[config.mk]
export PLATFORM = sky130hd
export DESIGN_NAME = pred_decoder
export DESIGN_NICKNAME = d
export VERILOG_FILES = /design/src/rtl/pdec_pkg.sv /design/src/rtl/pdec_field_split.sv /design/src/rtl/pdec_cond_eval.sv /design/src/rtl/pdec_op_map.sv /design/src/rtl/pdec_strobe_gen.sv /design/src/rtl/pred_decoder.sv
export SDC_FILE = /design/constraint.sdc
export NUM_CORES = 1
export LEC_CHECK = 0
export BUFFER_PORTS_ARGS = -buffer_cell sky130_fd_sc_hd__buf_4
export CORE_ASPECT_RATIO = 1.75
export CORE_MARGIN = 2
export CORE_UTILIZATION = 52
export CTS_CLUSTER_DIAMETER = 200
export DETAILED_ROUTE_END_ITERATION = 12
export PLACE_DENSITY = 0.8
export RECOVER_POWER = 50
export SYNTH_ARGS = -nofsm -noshare
export SYNTH_HDL_FRONTEND = slang
export SYNTH_SLANG_ARGS = --single-unit
[constraint.sdc]
create_clock -name clk -period 0.8 [get_ports clk]
set_clock_uncertainty 0.2 [all_clocks]
set_input_delay 0.16 -clock clk [delete_from_list [all_inputs] [get_ports clk]]
set_output_delay 0.16 -clock clk [all_outputs]
set_load 0.1 [all_outputs]
[src/rtl/pdec_pkg.sv]
package pdec_pkg;
    localparam int INSTR_W   = 16;
    localparam int COND_W    = 3;
    localparam int OPC_W     = 5;
    localparam int OPND_W    = 8;
    localparam int FLAG_W    = 4;
    localparam int CLS_W     = 3;
    localparam int IMPL_LAST = 19;
    localparam int IMM_LAST  = 8;
    localparam int NUM_OPS   = 39;
    localparam int OP_IDX_W  = $clog2(NUM_OPS);

    localparam int CLS_IMPL = 0;
    localparam int CLS_IMM  = 1;
    localparam int CLS_ABS  = 2;

    typedef enum logic [OP_IDX_W-1:0] {
        OP_NOP, OP_BRK, OP_WAI, OP_CLV, OP_SEC, OP_CLC, OP_SEI, OP_CLI,
        OP_LSL, OP_LSR, OP_ROL, OP_ROR, OP_PHA, OP_PLA, OP_PHP, OP_PLP,
        OP_RTI, OP_RTS, OP_TAS, OP_TSA,
        OP_ADD, OP_ADC, OP_AND, OP_EOR, OP_IOR, OP_CMP, OP_CPC, OP_LDA,
        OP_SUB, OP_SBC, OP_INC, OP_DEC,
        OP_JMPR, OP_JMPI, OP_JSR, OP_XCH, OP_LDAI, OP_STA, OP_STAI
    } op_e;

    typedef struct packed {
        logic               acc_wr;
        logic               flag_wr;
        logic               mem_rd;
        logic               mem_wr;
        logic               pc_wr;
    } strobe_t;

    typedef struct packed {
        logic               valid;
        logic               exec;
        logic               skip;
        logic               illegal;
        logic [CLS_W-1:0]   cls;
        logic [NUM_OPS-1:0] op;
        logic [OPND_W-1:0]  operand;
        strobe_t            stb;
    } issue_t;
endpackage

[src/rtl/pdec_field_split.sv]
module pdec_field_split
    import pdec_pkg::*;
(
    input  logic [INSTR_W-1:0] word,
    output logic [COND_W-1:0]  cond,
    output logic [OPC_W-1:0]   primary,
    output logic [OPND_W-1:0]  low,
    output logic [CLS_W-1:0]   cls
);
    assign cond    = word[INSTR_W-1 -: COND_W];
    assign primary = word[OPND_W +: OPC_W];
    assign low     = word[OPND_W-1:0];

    always_comb begin
        cls = '0;
        if (primary == '0)
            cls[CLS_IMPL] = 1'b1;
        else if (int'(primary) <= IMM_LAST)
            cls[CLS_IMM] = 1'b1;
        else
            cls[CLS_ABS] = 1'b1;
    end
endmodule

[src/rtl/pdec_cond_eval.sv]
module pdec_cond_eval
    import pdec_pkg::*;
(
    input  logic [COND_W-1:0] cond,
    input  logic [FLAG_W-1:0] flags,
    output logic              pass
);
    logic [1:0] sel;
    assign sel = cond[2:1];

    always_comb begin
        if (sel == 2'b00)
            pass = cond[0] ? flags[0] : 1'b1;
        else
            pass = flags[sel] ^ cond[0];
    end
endmodule

[src/rtl/pdec_op_map.sv]
module pdec_op_map
    import pdec_pkg::*;
(
    input  logic [OPC_W-1:0]  primary,
    input  logic [OPND_W-1:0] low,
    input  logic [CLS_W-1:0]  cls,
    output op_e               op,
    output logic              illegal
);
    logic [OP_IDX_W-1:0] p6;
    assign p6 = OP_IDX_W'(primary);

    always_comb begin
        op      = OP_NOP;
        illegal = 1'b0;
        if (cls[CLS_IMPL]) begin
            if (int'(low) <= IMPL_LAST)
                op = op_e'(low[OP_IDX_W-1:0]);
            else
                illegal = 1'b1;
        end else if (cls[CLS_IMM]) begin
            if (int'(primary) == IMM_LAST)
                op = OP_LDA;
            else
                op = op_e'(p6 + OP_IDX_W'(19));
        end else begin
            case (primary)
                5'd9, 5'd10, 5'd11, 5'd12, 5'd13, 5'd14, 5'd15:
                    op = op_e'(p6 + OP_IDX_W'(11));
                5'd16, 5'd17, 5'd18, 5'd19:
                    op = op_e'(p6 + OP_IDX_W'(12));
                5'd20, 5'd21, 5'd22, 5'd23:
                    op = op_e'(p6 - OP_IDX_W'(12));
                5'd24, 5'd25, 5'd26, 5'd27:
                    op = op_e'(p6 + OP_IDX_W'(8));
                5'd28:   op = OP_LDA;
                5'd29:   op = OP_LDAI;
                5'd30:   op = OP_STA;
                default: op = OP_STAI;
            endcase
        end
    end
endmodule

[src/rtl/pdec_strobe_gen.sv]
module pdec_strobe_gen
    import pdec_pkg::*;
(
    input  op_e     op,
    input  logic    is_abs,
    output strobe_t stb
);
    always_comb begin
        stb        = '0;
        stb.mem_rd = is_abs;
        case (op)
            OP_BRK: begin stb.pc_wr = 1'b1; stb.mem_wr = 1'b1; end
            OP_CLV, OP_SEC, OP_CLC, OP_SEI, OP_CLI:
                stb.flag_wr = 1'b1;
            OP_LSL, OP_LSR, OP_ROL, OP_ROR: begin
                stb.flag_wr = 1'b1;
                stb.acc_wr  = !is_abs;
                stb.mem_wr  = is_abs;
            end
            OP_PHA, OP_PHP: stb.mem_wr = 1'b1;
            OP_PLA: begin
                stb.acc_wr = 1'b1; stb.flag_wr = 1'b1; stb.mem_rd = 1'b1;
            end
            OP_PLP: begin stb.flag_wr = 1'b1; stb.mem_rd = 1'b1; end
            OP_RTI: begin
                stb.flag_wr = 1'b1; stb.pc_wr = 1'b1; stb.mem_rd = 1'b1;
            end
            OP_RTS: begin stb.pc_wr = 1'b1; stb.mem_rd = 1'b1; end
            OP_TSA: stb.acc_wr = 1'b1;
            OP_ADD, OP_ADC, OP_AND, OP_EOR, OP_IOR, OP_SUB, OP_SBC,
            OP_LDA, OP_LDAI: begin
                stb.acc_wr = 1'b1; stb.flag_wr = 1'b1;
            end
            OP_CMP, OP_CPC: stb.flag_wr = 1'b1;
            OP_INC, OP_DEC: begin stb.flag_wr = 1'b1; stb.mem_wr = 1'b1; end
            OP_JMPR: begin stb.pc_wr = 1'b1; stb.mem_rd = 1'b0; end
            OP_JMPI: stb.pc_wr = 1'b1;
            OP_JSR: begin
                stb.pc_wr = 1'b1; stb.mem_wr = 1'b1; stb.mem_rd = 1'b0;
            end
            OP_XCH: begin stb.acc_wr = 1'b1; stb.mem_wr = 1'b1; end
            OP_STA: begin stb.mem_wr = 1'b1; stb.mem_rd = 1'b0; end
            OP_STAI: stb.mem_wr = 1'b1;
            default: ;
        endcase
    end
endmodule

[src/rtl/pred_decoder.sv]
module pred_decoder
    import pdec_pkg::*;
(
    input  logic                  clk,
    input  logic                  rst_n,
    input  logic                  instr_valid,
    input  logic [INSTR_W-1:0]    instr,
    input  logic [FLAG_W-1:0]     flags,
    output logic                  iss_valid,
    output logic                  iss_exec,
    output logic                  iss_skip,
    output logic                  iss_illegal,
    output logic [CLS_W-1:0]      iss_cls,
    output logic [NUM_OPS-1:0]    iss_op,
    output logic [OPND_W-1:0]     iss_operand,
    output logic                  iss_acc_wr,
    output logic                  iss_flag_wr,
    output logic                  iss_mem_rd,
    output logic                  iss_mem_wr,
    output logic                  iss_pc_wr
);
    logic [COND_W-1:0]   cond;
    logic [OPC_W-1:0]    primary;
    logic [OPND_W-1:0]   low;
    logic [CLS_W-1:0]    cls;
    logic                pass;
    op_e                 op_sel;
    logic                bad_code;
    strobe_t             stb_raw;
    logic [OP_IDX_W-1:0] op_bits;
    logic [NUM_OPS-1:0]  op_onehot;
    issue_t              issue_d;
    issue_t              issue_q;

    pdec_field_split u_split (
        .word    (instr),
        .cond    (cond),
        .primary (primary),
        .low     (low),
        .cls     (cls)
    );

    pdec_cond_eval u_cond (
        .cond  (cond),
        .flags (flags),
        .pass  (pass)
    );

    pdec_op_map u_map (
        .primary (primary),
        .low     (low),
        .cls     (cls),
        .op      (op_sel),
        .illegal (bad_code)
    );

    pdec_strobe_gen u_stb (
        .op     (op_sel),
        .is_abs (cls[CLS_ABS]),
        .stb    (stb_raw)
    );

    assign op_bits = op_sel;

    for (genvar i = 0; i < NUM_OPS; i++) begin : g_onehot
        assign op_onehot[i] = (op_bits == OP_IDX_W'(i));
    end

    always_comb begin
        issue_d = '0;
        if (instr_valid) begin
            issue_d.valid   = 1'b1;
            issue_d.cls     = cls;
            issue_d.operand = low;
            issue_d.illegal = bad_code;
            issue_d.skip    = !pass;
            issue_d.exec    = pass && !bad_code;
            if (issue_d.exec) begin
                issue_d.op  = op_onehot;
                issue_d.stb = stb_raw;
            end else begin
                issue_d.op[OP_NOP] = 1'b1;
            end
        end
    end

    always_ff @(posedge clk or negedge rst_n) begin
        if (!rst_n)
            issue_q <= '0;
        else
            issue_q <= issue_d;
    end

    assign iss_valid   = issue_q.valid;
    assign iss_exec    = issue_q.exec;
    assign iss_skip    = issue_q.skip;
    assign iss_illegal = issue_q.illegal;
    assign iss_cls     = issue_q.cls;
    assign iss_op      = issue_q.op;
    assign iss_operand = issue_q.operand;
    assign iss_acc_wr  = issue_q.stb.acc_wr;
    assign iss_flag_wr = issue_q.stb.flag_wr;
    assign iss_mem_rd  = issue_q.stb.mem_rd;
    assign iss_mem_wr  = issue_q.stb.mem_wr;
    assign iss_pc_wr   = issue_q.stb.pc_wr;
endmodule

==> impl_results.md, run 1 <==
* Status: aborted with a tool error
* Stop stage: 4_1_cts
* Error msg: [ERROR DPL-0038] Utilization greater than 100%, impossible to legalize
* EDFF count, synth at 0
* # placed instances at 540
* Post-synth cell types at 51
* Die X at 61.1 um
* Mux cell area share after synthesis at 0.676%
* Placed wire-length estimate at roughly 7700 um
* Synthesized-area fraction occupied by and/or/nand/nor cells at between 20% and 30%
* Syn Std Cell Area at 2960 sq um
* Synth warn at 0
* Synth Area in XOR/XNOR at 0.887%
* Register area share after synthesis at 49.9%
* # resized after CTS at 280
* Mean area per synthesized cell at 9.68 sq um
* # hold bufs at CTS at 1
* # rows at 36
* Die Ht at 104 um
* Post-CTS Setup Inserts at 15
* Synth Area in Adders at 6.34%
* Post-synth top cells: 59 x dfrtp_1, 53 x nor2_1, 21 x nand2_1, 16 x a21oi_1, 15 x ha_1
* Async SR Flop Fraction at between 90% and 100%
* CTS max path bufs at 2
* Clock root cell: clkbuf_8
* Primary FF master, synth: dfrtp_1
* Seq cells post-synth at 59
* Synth area leader: dfrtp_1
* Routability cong. at 0.963
* Compound-Gate Fraction of Synth Area at between 10% and 20%
* Starting Density at 53.5%
* Syn_nets at approximately 340
* Cts bufs inserted at 9
* Synth area leaders: dfrtp_1 50%, nor2_1 6.7%, ha_1 6.3%, and2_1 3.0%, a21oi_1 2.7%
* H-tree levels at 3
* Post-Synthesis Cells at 306
* I/O Pins at approximately 80
* Area share of the largest cell type after synthesis at between 40 and 50%
* TritonCTS Sinks at 59
* Largest family of logic cells by synthesized area: simple AND/OR/NAND/NOR gates
* Buffers on Ports at 81
* Most common cell in the netlist: dfrtp_1
-- cell families after synthesis --
kind of cell,Yosys count
xor gates and xnor gates,3
adders and majority gates,15
muxes,2
and+or+nand+nor,136
AOI/OAI and AO/OA,72
DFF,59
buffers and inverters,19
-- metrics by stage --
step / hold slack (ns) / TNS [ns] / worst slack [ns] / instance area, sq um / util (%)
after detailed placement: -0.206 / -108.55 / -2.19 / 4690 / 84.7
after global placement: -0.211 / -101.91 / -2.05 / 4690 / 84.7
after floorplan: -0.336 / -76.82 / -1.85 / 3390 / -
==> run 2: changes to the inputs <==
Settings changed: CORE_ASPECT_RATIO 1.75 to not set, CORE_UTILIZATION 52 to 40, CTS_CLUSTER_DIAMETER 200 to not set, PLACE_DENSITY 0.8 to not set, PLACE_DENSITY_LB_ADDON set to 0.15.
==> run 2 against run 1 <==
Against the previous run: the flow now finishes, with violations (DRC, hold timing, setup timing); area after synthesis unchanged; synthesized cell count unchanged.
==> impl_results.md, run 2 <==
* I/O Pins at 82
* Sw Share at 38.8%
* Setup WS post-layout at -1.83 ns
* Syn Std Cell Area at 2960 sq um
* Clock root cell: clkbuf_8
* Core box area at 7210 sq um
* WS Path Type: in -> reg
* Clock power frac at between 30% and 40%
* Status: finished, violations left
* Global Route Usage Sum at about a third
* Placed wire-length estimate at about 6500 um
* Max reg flops at 39
* VDD IR-drop max at 1.06 mV
* Post-route setup TNS at -110.52 ns
* Critical Path AT at between 2 and 3 ns
* Failing checks: DRC, hold timing, setup timing
* Antenna Nets Post-Route at 0
* Area share of the largest cell type after synthesis at 49.9%
* Reg power frac at 29.8%
* Comb power frac at around 40%
* Total grt overflow at 0
* Fill cells at 228
* Hold Path Class: in -> async
* Buffers on Ports at 81
* Synth-to-Final Area Change at 123%
* Max FO, Critical Path at 6
* Initial antenna violation count at 0
* Routed vias at 3857
* Setup crit end kind: register
* Max Slew Vio Count at 0
* Drt drc at 1
* # rows at 31
* CTS max path bufs at 2
* Share of layout cells above drive strength 1 at 75.8%
* Max_cap viols at 0
* Vias in the first global route at 3720
* Tcrit/Tclk final at 329%
* Seq cells post-synth at 59
* Final hold slack at -0.439 ns
* Final design utilization at 91.7%
* Die Ht at between 90 and 100 um
* Commonest non-fill, non-tap cell in the layout: buf_4
* Most common cell in the netlist: dfrtp_1
* Final setup viols at 109
* H-tree levels at 3
* Cts bufs inserted at 9
* Post-synth cell types at 51
* Mean area per synthesized cell at 9.68 sq um
* Synth area leader: dfrtp_1
* Worst setup SP type: input port
* Register area share after synthesis at 49.9%
* Post-Synthesis Cells at 306
* Clock slew at reported path FFs at approximately 0.090 ns
* Leakage at approximately 2.7 nW
* Post-synth top cells: 59 x dfrtp_1, 53 x nor2_1, 21 x nand2_1, 16 x a21oi_1, 15 x ha_1
* RSZ-0062 raised after global routing: true
* Worst rel slew slack at 59.2%
* Internal power at 6.58 mW
* Min Clock Period, post-route at ~2.6 ns
* Async SR Flop Fraction at 100%
* First-pass DRT Iterations at 10
* Die Area at 8110 sq um
* Primary FF master, synth: dfrtp_1
* CTS tree: yes
* Hold Vio Cnt, Final at 17
* Starting Density at about two fifths
* Largest net degree at the start of global routing at 25
* Routed len/inst at 29.1 um
* Ant diodes at 0
* Die X at 90.0 um
* EDFF count, synth at 0
* Worst-Margin Slew at 0.602 ns
* TritonCTS Sinks at 59
* Pwr dens at 1620 nW/um^2
* Synth area leaders: dfrtp_1 50%, nor2_1 6.7%, ha_1 6.3%, and2_1 3.0%, a21oi_1 2.7%
* First-pass GRT wire length at 21400 um
* Data required, critical path at 0.88 ns
* Routability cong. at 0.917
* Most frequent cells in the layout: 96 x buf_4, 68 x buf_12, 58 x dfrtp_4
* Max Clk Rate at 380 MHz
* Switch Pwr at 4.17 mW
* Via density at between 6 and 7
* Syn_nets at 344
* Iteration-0 DRC Markers at 527
* Routed WL at 17400 um
* Synth warn at 0
* Nets at 532
==> run 2: cell counts after synthesis <==
Identical to the previous run, type by type.
==> run 2: critical path, stage by stage <==
cell     delay (ns)
buf_12         0.12
buf_4          0.15
o21ai_0        0.30
buf_4          0.19
xnor2_1        0.14
o211a_1        0.34
o22ai_1        0.35
buf_4          0.24
nand2_1        0.10
or4_1          0.46
nand4_1        0.16
==> run 2: power groups by stage <==
stage / registers, mW / clock network [mW] / logic [mW]
after global placement: 3.21 / 0 / 2.66
after global routing: 3.21 / 3.43 / 4.31
after floorplan: 3.84 / 0 / 0.920
after CTS: 3.19 / 3.13 / 3.41
after detailed placement: 3.21 / 0 / 2.67
final: 3.21 / 3.30 / 4.24
==> run 2: layer usage <==
metal / vias to the layer above / wire, um / track usage (%)
li1: 1470 / - / -
met1: 1867 / 5980 / 39.2
met2: 385 / 8300 / 59.1
met3: 135 / 1800 / 7.46
met4: 0 / 1300 / 20.4
met5: - / 0 / 0
==> run 2: worst max path at each step <==
stage | start | to | slack [ns]
floorplan | instr[8] | iss_mem_wr | -1.85
global placement | instr[8] | iss_mem_wr | -2.05
detailed placement | instr[8] | iss_mem_wr | -2.08
CTS | instr[8] | iss_mem_wr | -1.53
global route | instr[8] | iss_mem_wr | -1.79
finish | instr[8] | iss_mem_wr | -1.83
==> run 2: final cells by class <==
| type | count | area, sq um | area share, % |
|---|---|---|---|
| flip-flops and latches | 59 | 1690 | 25.6 |
| clock buffers | 9 | 124 | 1.87 |
| multi-input cells | 228 | 2180 | 32.9 |
| clock inverters | 7 | 100 | 1.51 |
| inverters | 10 | 71.3 | 1.08 |
| repair buffers | 186 | 2330 | 35.1 |
| well taps | 99 | 124 | 1.87 |
==> run 2: timing repair <==
| action | in CTS | in global routing |
|---|---|---|
| gates resized for setup | 269 | 87 |
| setup buffers | 19 | 9 |
| pin swaps | 39 | 28 |
| endpoints found under the hold margin | 70 | 67 |
| setup endpoints to repair | 109 | 109 |
==> run 2: metrics by stage <==
step	hold slack (ns)	instances	area [sq um]	power [mW]	worst slack, ns
2_1_floorplan	-0.336	306	3390	4.76	-1.85
3_3_place_gp	-0.192	556	4670	5.86	-2.05
3_5_place_dp	-0.192	556	4670	5.88	-2.08
4_1_cts	-0.565	591	6180	9.73	-1.53
5_1_grt	-0.432	598	6620	11.0	-1.79
6_report	-0.439	598	6620	10.8	-1.83
==> run 2: cell families (layout without fill, tap and decap cells) <==
| group | after synthesis | after routing | synth area share, % |
|---|---|---|---|
| multiplexers | 2 | 2 | 0.676 |
| buffers and inverters | 19 | 212 | 2.87 |
| flip-flops | 59 | 59 | 49.9 |
| adder cells (fa/ha/maj) | 15 | 15 | 6.34 |
| AO/OA/AOI/OAI | 72 | 72 | 16.8 |
| AND/OR/NAND/NOR | 136 | 136 | 22.6 |
| XOR/XNOR | 3 | 3 | 0.887 |
No activity file was read; power rests on OpenSTA's default activity.
==> run 3: changes to the inputs <==
--- a/config.mk
+++ b/config.mk
@@ -9,3 +9,3 @@
 export CORE_MARGIN = 2
-export CORE_UTILIZATION = 40
+export CORE_UTILIZATION = 52
 export DETAILED_ROUTE_END_ITERATION = 12
==> constraint.sdc (replaced) <==
create_clock -name clk -period 0.8 [get_ports clk]
set_clock_uncertainty 0.2 [all_clocks]
set_input_delay 0.04 -clock clk [delete_from_list [all_inputs] [get_ports clk]]
set_output_delay 0.04 -clock clk [all_outputs]
set_load 0.1 [all_outputs]
==> run 3 against run 2 <==
Against the previous run: the flow now stops in 4_1_cts; area after synthesis stayed put; synthesized cell count unchanged.
==> impl_results.md, run 3 <==
* Stop stage: 4_1_cts
* Synthesized-area fraction occupied by and/or/nand/nor cells at 22.6%
* Synth warn at 0
* # hold bufs at CTS at 1
* Starting Density at between 50% and 60%
* Syn_nets at about 340
* # placed instances at about 520
* Mux cell area share after synthesis at 0.676%
* Register area share after synthesis at 49.9%
* Die Ht at 79.5 um
* Mean area per synthesized cell at 9.68 sq um
* Post-DP Area at approximately 4600 sq um
* Compound-Gate Fraction of Synth Area at between 10% and 20%
* H-tree levels at 3
* Error msg: [ERROR DPL-0038] Utilization greater than 100%, impossible to legalize
* I/O Pins at slightly above 80
* Primary FF master, synth: dfrtp_1
* # rows at 27
* Seq cells post-synth at 59
* Status: aborted with a tool error
* Routability cong. at 0.918
* Buffers on Ports at 81
* Synth area leaders: dfrtp_1 50%, nor2_1 6.7%, ha_1 6.3%, and2_1 3.0%, a21oi_1 2.7%
* Synth Area in XOR/XNOR at 0.887%
* Largest family of logic cells by synthesized area: simple AND/OR/NAND/NOR gates
* Syn Std Cell Area at 2960 sq um
* # resized after CTS at 306
* Clock root cell: clkbuf_8
* EDFF count, synth at 0
* Area share of the largest cell type after synthesis at 49.9%
* Synth Area in Adders at under 10%
* Die X at 79.5 um
* CTS max path bufs at 2
* Most common cell in the netlist: dfrtp_1
* Post-CTS Setup Inserts at 29
* Post-synth cell types at 51
* Post-synth top cells: 59 x dfrtp_1, 53 x nor2_1, 21 x nand2_1, 16 x a21oi_1, 15 x ha_1
* Async SR Flop Fraction at 100%
* Placed wire-length estimate at 7070 um
* Synth area leader: dfrtp_1
* Cts bufs inserted at 9
* Post-Synthesis Cells at 306
* TritonCTS Sinks at a little under 60
[run 3: cell counts after synthesis]
No cell type changed its count.
[run 3: cells by family after synthesis]
logic type / count (synthesis)
simple gates: 136
compound gates: 72
flops: 59
buf+inv: 19
fa+ha+maj: 15
xor+xnor: 3
mux: 2
[run 3: through the flow]
step / worst slack, ns / utilization (%) / hold WS (ns)
after global placement: -1.91 / 83.0 / -0.192
after detailed placement: -1.94 / 83.0 / -0.178
after floorplan: -1.73 / - / -0.456
